--- src/rtl/dau_acc_unit.sv ---
`timescale 1ns/1ps
module dau_acc_unit (
  input  logic        clk,
  input  logic        rst_n,
  input  logic        ctl_we,
  input  logic [15:0] ctl_wdata,
  output logic [15:0] ctl_rdata,
  input  logic        ld_en,
  input  logic        ld_sel,
  input  logic [31:0] prod,
  input  logic        hi_en,
  input  logic        hi_sel,
  input  logic [15:0] hi_data,
  input  logic        y_hi_we,
  input  logic [15:0] y_hi_data,
  input  logic        y_lo_we,
  input  logic [15:0] y_lo_data,
  input  logic        psw_we,
  output logic [15:0] psw_rdata,
  output logic [35:0] acc0,
  output logic [35:0] acc1,
  output logic [15:0] x_q,
  output logic [31:0] y_q
);
  localparam logic [35:0] SAT_POS = 36'h0_7FFF_FFFF;
  localparam logic [35:0] SAT_NEG = 36'hF_8000_0000;

  logic [8:0]  ctl;
  logic [37:0] pext, shifted;
  logic        mov, lov, clamp_off, keep_lo, wr_en, wr_sel;
  logic [35:0] ld_val, hi_val, wr_val, hi_old;
  logic        f_neg, f_zero, f_lov, f_mov, ov0, ov1;

  assign ctl_rdata = {7'd0, ctl};
  assign pext      = {{6{prod[31]}}, prod};

  always_comb begin
    case (ctl[1:0])
      2'b00:   shifted = pext;
      2'b01:   shifted = {{2{pext[37]}}, pext[37:2]};
      2'b10:   shifted = {pext[35:0], 2'b00};
      default: shifted = {pext[36:0], 1'b0};
    endcase
  end

  assign mov       = ~(&shifted[35:31] | ~|shifted[35:31]);
  assign lov       = ~(&shifted[37:35] | ~|shifted[37:35]);
  assign clamp_off = ld_sel ? ctl[3] : ctl[2];
  assign ld_val    = (mov && !clamp_off) ? (prod[31] ? SAT_NEG : SAT_POS) : shifted[35:0];

  assign hi_old  = hi_sel ? acc1 : acc0;
  assign keep_lo = hi_sel ? ctl[5] : ctl[4];
  assign hi_val  = {{4{hi_data[15]}}, hi_data, keep_lo ? hi_old[15:0] : 16'h0000};

  assign wr_en  = ld_en | hi_en;
  assign wr_sel = ld_en ? ld_sel : hi_sel;
  assign wr_val = ld_en ? ld_val : hi_val;

  assign psw_rdata = {f_neg, f_zero, f_lov, f_mov, 2'b00, ov1, acc1[35:32], ov0, acc0[35:32]};

  always_ff @(posedge clk or negedge rst_n) begin
    if (!rst_n) begin
      ctl <= '0;
    end else if (ctl_we) begin
      ctl <= ctl_wdata[8:0];
    end
  end

  always_ff @(posedge clk or negedge rst_n) begin
    if (!rst_n) begin
      acc0   <= '0;
      acc1   <= '0;
      f_neg  <= 1'b0;
      f_zero <= 1'b0;
      f_lov  <= 1'b0;
      f_mov  <= 1'b0;
    end else if (wr_en) begin
      if (wr_sel) acc1 <= wr_val;
      else        acc0 <= wr_val;
      f_neg  <= wr_val[35];
      f_zero <= (wr_val == 36'd0);
      f_lov  <= ld_en & lov;
      f_mov  <= ld_en & mov;
    end
  end

  always_ff @(posedge clk or negedge rst_n) begin
    if (!rst_n) begin
      ov0 <= 1'b0;
      ov1 <= 1'b0;
    end else begin
      if (ld_en && !ld_sel && mov) ov0 <= 1'b1;
      else if (psw_we)             ov0 <= 1'b0;
      if (ld_en && ld_sel && mov)  ov1 <= 1'b1;
      else if (psw_we)             ov1 <= 1'b0;
    end
  end

  always_ff @(posedge clk or negedge rst_n) begin
    if (!rst_n) begin
      y_q <= '0;
      x_q <= '0;
    end else begin
      if (y_hi_we) begin
        y_q[31:16] <= y_hi_data;
        if (ctl[7]) x_q <= y_hi_data;
      end
      if (y_lo_we)                  y_q[15:0] <= y_lo_data;
      else if (y_hi_we && !ctl[6])  y_q[15:0] <= 16'h0000;
    end
  end


  sat_a0_range_chk: assert property (@(posedge clk) disable iff (!rst_n)
    (ld_en && !ld_sel && !ctl[2]) |=> (&acc0[35:31] || ~|acc0[35:31]));


  sat_a1_range_chk: assert property (@(posedge clk) disable iff (!rst_n)
    (ld_en && ld_sel && !ctl[3]) |=> (&acc1[35:31] || ~|acc1[35:31]));


  flag_a0_chk: assert property (@(posedge clk) disable iff (!rst_n)
    (ld_en && !ld_sel) |=> (psw_rdata[15] == acc0[35] && psw_rdata[14] == (acc0 == 36'd0)));


  sticky_hold_chk: assert property (@(posedge clk) disable iff (!rst_n)
    (psw_rdata[4] && !psw_we) |=> psw_rdata[4]);


  hi_clear_chk: assert property (@(posedge clk) disable iff (!rst_n)
    (hi_en && !ld_en && !hi_sel && !ctl[4]) |=> (acc0[15:0] == 16'h0000));


  square_load_chk: assert property (@(posedge clk) disable iff (!rst_n)
    (y_hi_we && ctl[7]) |=> (x_q == y_q[31:16]));


  idle_stable_chk: assert property (@(posedge clk) disable iff (!rst_n)
    (!ld_en && !hi_en) |=> ($stable(acc0) && $stable(acc1)));
endmodule

--- config.mk ---
export PLATFORM = sky130hd
export DESIGN_NAME = dau_acc_unit
export DESIGN_NICKNAME = d
export VERILOG_FILES = /design/src/rtl/dau_acc_unit.sv
export SDC_FILE = /design/constraint.sdc
export NUM_CORES = 1
export LEC_CHECK = 0
export ABC_AREA = 1
export BUFFER_PORTS_ARGS = -buffer_cell sky130_fd_sc_hd__clkbuf_2
export CORE_UTILIZATION = 45
export DETAILED_ROUTE_END_ITERATION = 6
export PLACE_DENSITY = 0.86
export REMOVE_ABC_BUFFERS = 1
export SYNTH_ARGS = -nofsm -noshare
export SYNTH_HDL_FRONTEND = slang
export SYNTH_SLANG_ARGS = --single-unit
--- constraint.sdc ---
create_clock -name clk -period 2 [get_ports clk]
set_clock_uncertainty 0.05 [all_clocks]
set_input_delay 0.2 -clock clk [delete_from_list [all_inputs] [get_ports clk]]
set_output_delay 0.2 -clock clk [all_outputs]
set_load 0.1 [all_outputs]
==> Word level (Yosys, flattened, before mapping) <==
Cells that the tools add are included.
Widths: inputs -> output; s select.
{ "op_classes": {"addsub": 0, "mul": 0, "div_mod_pow": 0, "n_lt_le_gt_ge": 0, "n_eq_ne": 2, "shifts": 0, "muxes": 14, "n_bitwise": 8, "reduce_logical": 23} }
{ "op_table": {"columns": ["op", "count"], "rows": [
  ["$mux 36", 3],
  ["$pmux 33 s3", 1],
  ["$mux 16", 4],
  ["$logic_not 36->1", 1],
  ["$logic_and 1x1->1", 6],
  ["$mux 1", 6],
  ["$reduce_and 2->1", 3],
  ["$reduce_bool 2->1", 3],
  ["$logic_not 1->1", 5],
  ["$reduce_and 5->1", 1],
  ["$reduce_or 5->1", 1],
  ["$not 1->1", 3],
  ["$or 1x1->1", 3],
  ["$reduce_and 3->1", 1],
  ["$reduce_or 3->1", 1],
  ["$and 1x1->1", 2],
  ["$eq 2x1->1 const B", 1],
  ["$eq 2x2->1 const B", 1],
  ["$logic_not 2->1", 1]
]} }
{ "totals": {"reg_bits": 135, "latchBits": 0, "mem_bits_rw": 0, "rom_bits": 0, "inputBits": 106, "output_inout_bits": 152, "word_cells": 59, "mem_count": 0} }

==> Logic depth before layout (Yosys ltp) <==
{ "depth": {"depth_word": 10, "depth_mapped": 16, "depth_no_buf": 15} }

==> Worst setup path after synthesis <==
Ideal clock, no wire load.
{ "synth_timing": {"path_kind": "register to register", "from": "register ctl[1]", "to": "register f_zero", "setup_ps": 65, "arrival_time_ps": 2428, "t_required_ps": 1885, "path_slack_ps": -543, "path_stages_with_launch": 17, "n_path_buf": 2, "period_less_slack_ps": 2543, "path_cell_list": "dfrtp_1 -> buf_4 -> inv_2 -> nor2_4 -> a21oi_1 -> nand2_2 -> nand3_4 -> nand2_2 -> nand2_2 -> buf_6 -> a21oi_2 -> nand2_1 -> nor2_1 -> nand2_1 -> nor2_1 -> nand3_1 -> nand2_1"} }
{ "synth_via": {"elab_chain_len": 10, "word_cells_on_any_way": 13, "cone_classes": "eq/ne: 2; mux: 3; bitwise: 2; reduce/logical: 6"} }
{ "synth_lines": {"columns": ["element", "line", "source"], "rows": [
  ["start: declaration", "28", "logic [8:0] ctl;"],
  ["start signal: assignment", "65", "ctl <= ctl_wdata[8:0];"],
  ["$eq 2x2->1, or another cell as far along", "38", "case (ctl[1:0])"],
  ["$pmux 33 s3 (*)", "38", null],
  ["$reduce_or 5->1", "46", "assign mov = ~(&shifted[35:31] | ~|shifted[35:31]);"],
  ["$logic_not 1->1", "46", null],
  ["$or 1x1->1", "46", null],
  ["$not 1->1", "46", null],
  ["$logic_and 1x1->1", "49", "assign ld_val = (mov && !clamp_off) ? (prod[31] ? SAT_NEG : SAT_POS) : shifted[35:0];"],
  ["$mux 36 (*)", "49", null],
  ["$mux 36 (*)", "57", "assign wr_val = ld_en ? ld_val : hi_val;"],
  ["$logic_not 36->1 (*)", "81", "f_zero <= (wr_val == 36'd0);"],
  ["end signal: assignment", "81", null],
  ["end: declaration", "32", "logic f_neg, f_zero, f_lov, f_mov, ov0, ov1;"]
]} }
Mark *: on every way between the ends. The rest lies on a longest branch, timed or not.
A chain may end at the register's enable or synchronous reset.

==> Final worst setup path <==
{ "layout_timing": {"from": "register ctl[0]", "to": "register f_zero"} }
The elaborated chain is that of the path after synthesis.

==> results.md <==
Synthesis:
- The multiplexer share of the synthesized area is 6.20%.
- By count the netlist is led by sky130_fd_sc_hd__nand2_1 (317), sky130_fd_sc_hd__dfrtp_1 (130), sky130_fd_sc_hd__o21ai_0 (55).
- The warning count from the yosys run is 0.
- The mean instance size in the synthesized netlist is between 7 and 8 µm².
- The number of library cell types mapped by synthesis is 33.
- The synthesized-area fraction occupied by ao, oa, aoi and oai cells is a little under an eighth.
- The cell area after synthesis is 0.00672 mm².
- Of the total synthesized cell area, the portion taken by XOR and XNOR cells is 0%.
- For this run, the register share of the synthesized area comes to 48.4%.
- The cell count after synthesis is 841.
- The most instantiated flip-flop cell in the synthesis netlist is sky130_fd_sc_hd__dfrtp_1.
- Yosys instantiated no cell more often than sky130_fd_sc_hd__nand2_1.
- In the post-synthesis netlist, the biggest area contributors are sky130_fd_sc_hd__dfrtp_1 (48%), sky130_fd_sc_hd__nand2_1 (18%), sky130_fd_sc_hd__mux2_2 (6.2%).
- After synthesis, the share of flip-flops with an asynchronous set or reset is 100%.
- The synthesized netlist devotes 0% of its cell area to adder and majority cells.
- By area, the combinational part of the netlist is dominated by simple AND/OR/NAND/NOR gates.
- After synthesis the netlist holds a flip-flop and latch count of 130.
- Yosys mapped a number of flops with a built-in enable equal to 0.
- In this run the biggest area consumer among cell types represents around half of the synthesized area.
- Summing the areas of all and, or, nand and nor instances in the mapped netlist gives ~25% of the synthesized area.
- Of all cell types, the one taking the most synthesized area is sky130_fd_sc_hd__dfrtp_1.

GRT:
- Entering global routing, the biggest net connects 50 pins.
- The total routing usage reported by global routing is 29.0%.
- The number of global-route vias before repair is 6851.
- The total congestion overflow is 0.
- The number of antenna violations at the first check in global routing is 1.
- The first global-routing pass estimated 33.9 mm of wire.

Run status:
- The checks that failed: negative setup slack.
- The run finished, with violations left.

Clock network:
- Clock latency on the worst-skew pair, taken at its later pin, is 0.41 ns.
- TritonCTS built the clock tree.
- Clock tree synthesis selected as its root buffer the cell sky130_fd_sc_hd__clkbuf_16.
- The number of buffers created by CTS is 17.
- The buffer depth of the longest clock path is 2.
- Clock-pin slew was measured on the worst setup and hold paths at 0.06 ns.
- The H-tree level count is 4.
- The number of sinks driven by the clock tree is 130.

Floorplanning:
- The horizontal die dimension is between 100 and 150 µm.
- The initial utilization of the core area, before any placement, comes to 46.2%.
- In this run the count of I/O pins placed on the die edge is 258.
- The chip height is between 100 and 150 µm.
- After floorplanning, the core was sized to cover 0.0145 mm².
- The number of cell rows is 44.
- The die covers 0.0154 mm².

Placement:
- The post-place setup slack is -0.250 ns.
- The cell count after placement is between 1k and 1.5k.
- The area of placed instances is approximately 0.0083 mm².
- Port buffering added 240 buffers.
- At the end of routability-driven placement, the weighted congestion stood at 0.933.
- The post-DP HPWL is 15.2 mm.

Setup path:
- The highest fanout seen on the critical path is 8.
- The critical setup path kind is register to register.
- The critical path goes through buf_6, nor2_4, a21oi_2, nand2_2, nand3_4, nand2_4, nand2_8, buf_12, nand2_1, o21ai_1, nor2_1, nand3_2, nor2_2, nand3_1, nand2_1.
- The endpoint of the lowest-slack register-to-register path is f_zero$_DFFE_PN0N_.
- At the worst endpoint, the required time is 2.30 ns.
- The worst-case register-to-register setup slack is -0.11 ns.
- Data on the critical path arrives at its endpoint at 2.41 ns.
- The worst setup path is launched from a register.
- For the worst flop-to-flop path, the logic depth is 15.
- The worst setup path is captured at a register.
- The start of the worst register-to-register path is ctl[0]$_DFFE_PN0P_.
- In this design, the largest share of critical-path delay is due to simple AND/OR/NAND/NOR gates.
- For this design, the slowest cell found on the critical path is sky130_fd_sc_hd__dfrtp_1.
- The number of cells on the critical path is 15.
- The maximum single-stage delay on the critical path is 0.41 ns.
- Together, buffers and inverters on the worst path number 2.
- The cell that appears most often on the critical path is sky130_fd_sc_hd__nand2_1.

Routing:
- The average vias per placed instance is around 5.4.
- For this block, the initial DRC count from the detailed router was 734.
- The routed via count is 7303.
- The number of remaining DRC errors is 0.
- The detailed route wirelength on metal2 is ~11 mm.
- The uppermost layer routed is met4.
- For this run, the detailed router's first-pass iteration total came to 6.
- The mean routed wirelength per cell is between 15 and 20 µm.
- The detailed router put a total of around 8.8 mm of wire on met1.
- The residual antenna-violating net count after detailed routing is 0.
- For this block, the routed nets add up to roughly 23 mm of wire.
- The total length of routed met3 wires is 1.82 mm.

Final layout:
- Summing all multi-input logic gate instances after layout gives approximately 0.0031 mm².
- For this run, the post-layout net count is 1275.
- Excluding fillers, the count of instances in the completed layout stands at 1363.
- The area used by sequential logic in the layout is 0.00325 mm².
- Compared with the post-synthesis result, the final layout area differs by 46.0%.
- The fill cell instance count of the final layout is 1167.
- After routing the design area is 0.00981 mm².
- Cells fill 67.5% of the core in the end.
- The proportion of layout cells with a drive suffix above 1 is 38.0%.

Hold path:
- The path class of the tightest hold or removal check is input port to register.
- The path with the worst hold slack has its endpoint at acc1[25]$_DFFE_PN0P_.
- The worst hold path begins at hi_data[9].
- The worst hold path stage count is 3.

Flow run:
- Across the run, the number of max-cap violations was 0.

Timing:
- Setup repair after global routing could not meet its margin everywhere.
- The final setup violation count is 1.
- Across all setup checks in the final design, the least slack found is -0.111 ns.
- The final max-slew violation count is 0.
- The number of failing hold endpoints at the final stage is 0.
- Subtracting the final worst setup slack from the clock period gives 2.11 ns.
- The period utilization is 106%.
- The normalized max-slew margin is 46.4%.
- At the pin with the least slew margin, the transition time is 0.804 ns.
- For this run, the top clock speed supported by timing is around 470 MHz.

Power:
- After layout, the design draws a total of 12800 µW.
- The leakage dissipation is 0.00511 µW.
- Power spread over the standard cell area amounts to 1300 mW/mm².
- The worst-case vdd ir drop is ~1.1 mV.
==> sequential cells by signal, indices dropped and copies added (netlist names) <==
name    count
acc0       34
acc1       34
y_q        32
x_q        16
ctl         9
f_mov       1
f_neg       1
f_zero      1
ov0         1
ov1         1
==> cells by family after synthesis <==
logic type | Yosys count
buf+inv | 112
mux | 37
compound gates | 136
simple gates | 425
flops | 130
other cells | 1
==> routing by layer <==
metal	global-route usage (%)	vias to the layer above
li1	-	3364
met1	37.1	3445
met2	47.2	428
met3	5.40	66
met4	14.4	0
met5	0	-
==> final cells by class <==
| type | count | share of cell area (%) |
|---|---|---|
| Sequential cell | 130 | 33.2 |
| Clock inverter | 5 | 1.07 |
| Tap cell | 184 | 2.35 |
| Inverter | 44 | 1.71 |
| Clock buffer | 23 | 4.77 |
| Multi-Input combinational cell | 608 | 32.0 |
| Timing Repair Buffer | 368 | 24.9 |
| Antenna cell | 1 | 0.0255 |
==> worst max path at each step <==
| stage | from | endpoint | slack, ns |
|---|---|---|---|
| after floorplan | acc0[34]$_DFFE_PN0P_ | acc0[34]$_DFFE_PN0P_ | -2.28 |
| after global placement | ctl[1]$_DFFE_PN0P_ | f_zero$_DFFE_PN0N_ | -0.15 |
| after detailed placement | ctl[1]$_DFFE_PN0P_ | f_zero$_DFFE_PN0N_ | -0.25 |
| after CTS | ctl[0]$_DFFE_PN0P_ | f_zero$_DFFE_PN0N_ | -0.08 |
| after global routing | ctl[0]$_DFFE_PN0P_ | f_zero$_DFFE_PN0N_ | -0.27 |
| final | ctl[0]$_DFFE_PN0P_ | f_zero$_DFFE_PN0N_ | -0.11 |
==> placed cells by master (no fill, tap or decap), types with 6 or more instances in the layout <==
cell type / synthesis / routed
sky130_fd_sc_hd__a31oi_1: 20 / 20
sky130_fd_sc_hd__nor2_2: 2 / 7
sky130_fd_sc_hd__nand3_1: 47 / 45
sky130_fd_sc_hd__nand2_1: 317 / 302
sky130_fd_sc_hd__buf_12: 0 / 6
sky130_fd_sc_hd__nand2_2: 4 / 16
sky130_fd_sc_hd__a21oi_2: 2 / 6
sky130_fd_sc_hd__buf_4: 29 / 70
sky130_fd_sc_hd__conb_1: 1 / 10
sky130_fd_sc_hd__clkbuf_16: 0 / 19
sky130_fd_sc_hd__dfrtp_1: 130 / 129
sky130_fd_sc_hd__a21oi_1: 32 / 27
sky130_fd_sc_hd__dlygate4sd3_1: 0 / 47
sky130_fd_sc_hd__o21ai_2: 0 / 7
sky130_fd_sc_hd__o21ai_1: 8 / 10
sky130_fd_sc_hd__mux2_2: 37 / 37
sky130_fd_sc_hd__o21ai_0: 55 / 44
sky130_fd_sc_hd__clkbuf_2: 0 / 239
sky130_fd_sc_hd__nor2_1: 48 / 39
sky130_fd_sc_hd__inv_2: 6 / 6
sky130_fd_sc_hd__inv_1: 36 / 36
sky130_fd_sc_hd__o211ai_1: 6 / 6
==> timing repair <==
item / 4_1_cts / 5_1_grt
resized for setup: 17 / 54
gates cloned: 2 / 2
setup buffers: 8 / 5
hold buffers: 47 / 0
endpoints found under the setup margin: 23 / 24
pin swaps: 11 / 22
endpoints found under the hold margin: 191 / 0
==> tightest hold or removal path: stages <==
cell,delay (ns)
sky130_fd_sc_hd__clkbuf_2,0.08
sky130_fd_sc_hd__nand2_1,0.08
sky130_fd_sc_hd__a31oi_1,0.08
==> metrics by stage <==
step | hold slack, ns | TNS [ns]
after floorplan | -0.146 | -88.63
after CTS | 0.00170 | -0.0767
after global routing | 0.0291 | -0.472
after detailed placement | -0.0207 | -0.925
after global placement | -0.0197 | -0.256
final | 0.0222 | -0.111
==> report_power, final <==
group / switching [µW] / internal, µW / total, µW
sequential: 313 / 3080 / 3390
clock: 1080 / 2000 / 3070
combinational: 5080 / 1230 / 6320
total: 6470 / 6310 / 12800
(Power assumes the default switching activity.)
